--- src/rtl/mcr_pkg.sv ---
// Shared field layout of the module configuration register.
// Assumes a register of at least four bits; the upper bits read as zero.
package mcr_pkg;
    localparam int RW_DIS_POS  = 0;
    localparam int ALO_DIS_POS = 1;
    localparam int TRK_DIS_POS = 2;
    localparam int MAP_POS     = 3;
    localparam int FIELD_W     = 4;

    // Packed so that each member sits at its bit position above.
    typedef struct packed {
        logic map_hi;
        logic trk_dis;
        logic alo_dis;
        logic rw_dis;
    } ctl_fields_t;
endpackage

--- src/rtl/mcr_reg_core.sv ---
// Register storage: a mapping bit that can be written once and three
// disable bits whose reset value comes from the strap.
// Assumes a synchronous active-low reset and REG_W >= FIELD_W.
module mcr_reg_core
    import mcr_pkg::*;
#(
    parameter int REG_W = 16
) (
    input  logic             clk,
    input  logic             rst_n,
    input  logic             berr_strap,
    input  logic             wr_en,
    input  logic [REG_W-1:0] wr_data,
    output ctl_fields_t      fields,
    output logic [REG_W-1:0] rd_data
);
    localparam int HI_W = REG_W - FIELD_W;

    logic map_locked;
    logic unused_wr_hi;

    assign unused_wr_hi = ^wr_data[REG_W-1:FIELD_W];

    // Mapping bit with lock: reset sets it, only the first write changes it.
    always_ff @(posedge clk) begin
        if (!rst_n) begin
            fields.map_hi <= 1'b1;
            map_locked    <= 1'b0;
        end else if (wr_en) begin
            if (!map_locked) begin
                fields.map_hi <= wr_data[MAP_POS];
            end
            map_locked <= 1'b1;
        end
    end

    // Disable bits: loaded from the inverted strap in reset, rewritable afterwards.
    always_ff @(posedge clk) begin
        if (!rst_n) begin
            fields.trk_dis <= ~berr_strap;
            fields.alo_dis <= ~berr_strap;
            fields.rw_dis  <= ~berr_strap;
        end else if (wr_en) begin
            fields.trk_dis <= wr_data[TRK_DIS_POS];
            fields.alo_dis <= wr_data[ALO_DIS_POS];
            fields.rw_dis  <= wr_data[RW_DIS_POS];
        end
    end

    // Read view: fields in the low bits, zeros above.
    always_comb begin
        rd_data = {{HI_W{1'b0}}, fields};
    end
endmodule

--- src/rtl/mcr_win_decode.sv ---
// Window decoder: the mapping bit acts as the top address bit, and the
// bits between it and the window offset must all be ones.
// Assumes ADDR_W > WIN_AW + 1.
module mcr_win_decode #(
    parameter int ADDR_W = 24,
    parameter int WIN_AW = 12
) (
    input  logic [ADDR_W-1:0] addr,
    input  logic              map_hi,
    output logic              hit
);
    localparam int MID_W = ADDR_W - 1 - WIN_AW;

    logic [MID_W-1:0] mid_bits;
    logic             unused_offset;

    assign mid_bits      = addr[ADDR_W-2:WIN_AW];
    assign unused_offset = ^addr[WIN_AW-1:0];

    // Compare the top bit with the mapping bit and require all-ones between.
    always_comb begin
        hit = (addr[ADDR_W-1] == map_hi) && (&mid_bits);
    end
endmodule

--- src/rtl/mcr_pin_oe.sv ---
// Pin output-enable control for the tracking, low-address and read/write pins.
// Assumes enables are active high; a set disable bit tri-states the pins.
module mcr_pin_oe #(
    parameter int TRK_N = 2,
    parameter int ALO_N = 3
) (
    input  logic             freeze,
    input  logic             trk_dis,
    input  logic             alo_dis,
    input  logic             rw_dis,
    output logic [TRK_N-1:0] trk_oe,
    output logic [ALO_N-1:0] alo_oe,
    output logic             rw_oe
);
    logic trk_off;

    // The tracking disable applies only outside freeze.
    always_comb begin
        trk_off = trk_dis & ~freeze;
    end

    genvar gi;
    generate
        for (gi = 0; gi < TRK_N; gi++) begin : g_trk
            assign trk_oe[gi] = ~trk_off;
        end
        for (gi = 0; gi < ALO_N; gi++) begin : g_alo
            assign alo_oe[gi] = ~alo_dis;
        end
    endgenerate

    // Single read/write pin.
    always_comb begin
        rw_oe = ~rw_dis;
    end
endmodule

--- src/rtl/modcfg_ctrl.sv ---
// Top level of the module configuration register: storage, window decode
// and pin enables. Assumes a single clock and a synchronous active-low reset.
module modcfg_ctrl
    import mcr_pkg::*;
#(
    parameter int REG_W  = 16,
    parameter int ADDR_W = 24,
    parameter int WIN_AW = 12,
    parameter int TRK_N  = 2,
    parameter int ALO_N  = 3
) (
    input  logic              clk,
    input  logic              rst_n,
    input  logic              berr_strap,
    input  logic              freeze,
    input  logic              wr_en,
    input  logic [REG_W-1:0]  wr_data,
    output logic [REG_W-1:0]  rd_data,
    input  logic [ADDR_W-1:0] addr,
    output logic              win_hit,
    output logic [TRK_N-1:0]  trk_oe,
    output logic [ALO_N-1:0]  addr_lo_oe,
    output logic              rw_oe
);
    ctl_fields_t fields;

    mcr_reg_core #(.REG_W(REG_W)) u_core (
        .clk        (clk),
        .rst_n      (rst_n),
        .berr_strap (berr_strap),
        .wr_en      (wr_en),
        .wr_data    (wr_data),
        .fields     (fields),
        .rd_data    (rd_data)
    );

    mcr_win_decode #(.ADDR_W(ADDR_W), .WIN_AW(WIN_AW)) u_dec (
        .addr   (addr),
        .map_hi (fields.map_hi),
        .hit    (win_hit)
    );

    mcr_pin_oe #(.TRK_N(TRK_N), .ALO_N(ALO_N)) u_oe (
        .freeze  (freeze),
        .trk_dis (fields.trk_dis),
        .alo_dis (fields.alo_dis),
        .rw_dis  (fields.rw_dis),
        .trk_oe  (trk_oe),
        .alo_oe  (addr_lo_oe),
        .rw_oe   (rw_oe)
    );
endmodule

--- config.mk ---
export PLATFORM = sky130hd
export DESIGN_NAME = modcfg_ctrl
export DESIGN_NICKNAME = d
export VERILOG_FILES = /design/src/rtl/mcr_pkg.sv /design/src/rtl/mcr_reg_core.sv /design/src/rtl/mcr_win_decode.sv /design/src/rtl/mcr_pin_oe.sv /design/src/rtl/modcfg_ctrl.sv
export SDC_FILE = /design/constraint.sdc
export NUM_CORES = 1
export LEC_CHECK = 0
export ABC_AREA = 1
export BUFFER_PORTS_ARGS = -buffer_cell sky130_fd_sc_hd__buf_4
export CAP_MARGIN = 20
export CORE_MARGIN = 2
export CORE_UTILIZATION = 27
export DETAILED_ROUTE_END_ITERATION = 10
export GPL_TIMING_DRIVEN = 1
export HOLD_SLACK_MARGIN = 0.15
export MAX_ROUTING_LAYER = met4
export PLACE_DENSITY = 0.8
export SYNTH_ARGS = -nofsm -noshare
export SYNTH_HDL_FRONTEND = slang
export SYNTH_SLANG_ARGS = --single-unit
--- constraint.sdc ---
create_clock -name clk -period 0.95 [get_ports clk]
set_input_delay 0.285 -clock clk [delete_from_list [all_inputs] [get_ports clk]]
set_output_delay 0.285 -clock clk [all_outputs]
set_load 0.02 [all_outputs]
* Word level (Yosys, flattened, before mapping)
Index checks and enable logic that the tools add are counted.
** Storage, ports and cells
- Bits in registers :: 5
- Bits of input ports :: 45
- Output and inout bits :: 23
- Word-level logic and storage cells :: 19
** Cells by class
- Eq/ne operators :: 2
- Mux-type cells :: 2
- Bitwise operators :: 7
- Reductions and logical operators :: 3
** Operator list (number)
- AND reduction 11 bit :: 1
- 2-to-1 mux 3 bit :: 2
- NOT 1 bit :: 6
- inequality test 2 x 1 -> 1 bit (second input constant) :: 1
- AND reduction 2 bit :: 1
- AND 1 bit :: 1
- equality test 1 bit :: 1
- logical AND 1 bit :: 1

* Depth between registers and ports, before layout
- Depth in word-level cells :: 3
- Mapped depth :: 5
- Mapped depth without buffers :: 5

* By module
Synthesis repeated with hierarchy kept, for this count alone.
** Unflattened totals
- Cells, all modules :: 61
- Area, all modules :: 422.9 µm²
** Modules (own cells, without submodules)
- mcr_reg_core :: instances 1, cells each 37, area an instance 321.6 µm², sequential area each 130.1 µm²
- mcr_win_decode :: instances 1, cells each 17, area an instance 63.8 µm², sequential area each 0.0 µm²
- mcr_pin_oe :: instances 1, cells each 7, area an instance 37.5 µm², sequential area each 0.0 µm²

* Least setup slack after synthesis
Ideal clock, no wire load.
- Kind :: register -> output
- From :: reg u_core.fields[3] (netlist name)
- To :: out win_hit
- Data arrival time :: 0.760 ns
- Data required time :: 0.665 ns
- Path slack :: -0.095 ns
- Cell stages (with the launch flop) :: 5
- Buffers on the path :: 0
- Path through :: dfxtp_1 > nand2_1 > nand2_1 > nand2_1 > nor2_1
** Between the ends
- Cells in the longest elaborated chain, start to end :: 2
** Ends and longest elaborated chain
- equality test 1 bit :: RTL line mcr_win_decode.sv:22 : hit = (addr[ADDR_W-1] == map_hi) && (&mid_bits);
- logical AND 1 bit :: RTL line mcr_win_decode.sv:22
- end: declaration :: RTL line modcfg_ctrl.sv:20 : output logic win_hit,
No other way between the ends.

* Final worst setup path
- From :: reg u_core.fields[3] (netlist name)
- To :: out win_hit
** Between the ends
- Cells in the longest elaborated chain, start to end :: 2
** Ends and longest elaborated chain (RTL line)
- equality test 1 bit :: mcr_win_decode.sv:22
- logical AND 1 bit :: mcr_win_decode.sv:22
No other way between the ends.

==> reports/results.tsv <==
metric	value	unit
path_clk_slew	0.04	ns
max_freq	797	MHz
rows	14	
crit_fanout	4	
hpwl	707	um
core_area	0.00149	mm^2
die_h	43.4	um
startpoint_type	flip-flop	
synthArstFlopShare	0	
combPwrFrac	0.378	
num_vias	393	
dpl.cell_count	99	
drive_gt1_frac	0.466	
rsz0062_at_grt	yes	
start_util	0.282	
postCtsHoldBufs	0	
dp_slack	-0.145	ns
design.portCount	68	
antenna_found_initial	0	
grt-ovfl-total	0	
hold_viol	0	
path_class	flip-flop to primary output	
ys_seq_area_frac	0.310	
clock_latency	0.23	ns
synth_area_leaders	buf_4, edfxtp_1, nand2_1, dfxtp_1, inv_1	
grt_pass1_wl	1260	um
finalNonFillerCells	104	
status	complete, but fails checks	
clockPowerShare	0.288	
ys_seq_elements	5	
totalWireLength	783	um
fin_skew	0.0000241	ns
synth_ff_type	edfxtp_1	
drt-pass1-iter-count	4	
synth_edf_count	3	
slew_viol_final	0	
fin_nets	134	
viasPerCell	3.78	
power.internal	0.568	mW
postRouteAntennaNets	0	
htree_levels	1	
netlist_instances	60	
ys_types	11	
swShare	0.311	
drtIter0Drc	4	
post_drt_wl_per_cell	7.53	um
violations	negative setup slack	
place_congestion	0.615	
final.period_utilization	1.32	
grtUsageTotal	0.0941	
finalSetupViolations	11	
period_needed	1.25	ns
fin_util	0.435	
clock_path_buffers	2	
power_switching	0.256	mW
port_buffers	31	
crit_path_end_kind	primary output	
synth_commonest_cells	buf_4, nand2_1, inv_1	
die_w	43.4	um
synth_warnings	0	
design_area	648	um^2
syn_area	419	um^2
hp-class	input port to flip-flop	
arrival	0.97	ns
diodes	0	
cp.required	0.66	ns
cts_tree	yes	
numCtsBuffers	3	
synth_top_area_frac	0.340	
grt_max_degree	8	
syn2layout_area_growth	54.6	%
seq_power_share	0.334	
route.detailed.drc	0	
grt_pass1_vias	323	
dieArea	0.00188	mm^2
maxCapViolCount	0	
p_per_area	1270	mW/mm^2
fin_ws	-0.304	ns
max-vdd-ir-drop	662	uV
cts_root_buf	clkbuf_4	
clock-sinks	5	
placed_cell_area	576	um^2
p_leak	0.367	nW
synth_top_cell_by_area	buf_4	
syn_area_per_cell	6.99	um^2
-- final timing paths --
| check | slack, ns | depth (start not counted) | start | endpoint |
|---|---|---|---|---|
| max | -0.30 | 6 | u_core.fields[3]$_SDFFE_PN1P_ | win_hit |
| min | 0.25 | 2 | wr_en | u_core.map_locked$_SDFFE_PN0P_ |
| max reg2reg | 0.27 | 2 | u_core.map_locked$_SDFFE_PN0P_ | u_core.fields[3]$_SDFFE_PN1P_ |
| min reg2reg | 0.48 | 1 | u_core.map_locked$_SDFFE_PN0P_ | u_core.map_locked$_SDFFE_PN0P_ |
-- per-layer routing --
layer | vias to the layer above | global-route usage | wire [um]
met3 | 0 | 0.0375 | 77
met5 | - | - | 0
met1 | 167 | 0.0933 | 246
li1 | 203 | - | -
met4 | 0 | 0.0545 | 0
met2 | 23 | 0.155 | 460
-- worst max-delay path: stages, from the launching register on --
cell and delay (ns):
dfxtp_2 0.33, inv_1 0.05, nand2_1 0.04, nand2_1 0.05
nand2_1 0.06, nor2_2 0.07, buf_4 0.14
-- per-stage QoR --
step | hold WS, ns | total power [mW] | TNS (ns)
3_3_place_gp | 0.466 | 0.545 | -0.123
6_report | 0.253 | 0.824 | -2.15
2_1_floorplan | 0.370 | 0.493 | -0.0153
4_1_cts | 0.248 | 0.838 | -2.32
5_1_grt | 0.245 | 0.888 | -2.71
3_5_place_dp | 0.475 | 0.553 | -0.145
-- placed cells by master (no fill, tap or decap), drive strengths merged, types with 2 or more instances in the layout --
cell type / Yosys / final
buf: 19 / 32
dfxtp: 2 / 2
conb: 1 / 12
nand2: 19 / 19
edfxtp: 3 / 3
clkbuf: 0 / 4
inv: 7 / 7
nor2: 5 / 5
-- layout make-up --
cell class                      instances  area, um^2
Clock buffer                            4        26.3
Fill cell                             157         841
Inverter                                7        26.3
Multi-Input combinational cell         40         166
Sequential cell                         5         131
Tap cell                               16        20.0
Timing Repair Buffer                   32         278
-- logic make-up (layout without fill, tap and decap cells) --
logic type	count (synthesis)	after routing	share of synthesized area
AOI/OAI and AO/OA	2	2	0.0298
buffers and inverters	26	43	0.403
DFF	5	5	0.310
other	1	12	0.00895
and+or+nand+nor	26	26	0.248
-- sequential cells by signal, summed over array words and instances (netlist names) --
register	flops
u_core.map_locked	1
u_core.fields	4
-- power by group through the flow --
stage	Combinational, mW	Sequential (mW)	Clock [mW]
6_report	0.312	0.275	0.237
3_3_place_gp	0.272	0.273	0
3_5_place_dp	0.278	0.275	0
5_1_grt	0.335	0.278	0.275
4_1_cts	0.313	0.275	0.250
2_1_floorplan	0.225	0.269	0
-- timing repair --
action | CTS | global route
hold endpoints to repair | 0 | 0
setup endpoints to repair | 11 | 11
resized for setup | 11 | 1
setup buffers | 1 | 0
Note: power is estimated with default switching activity, not from simulation.
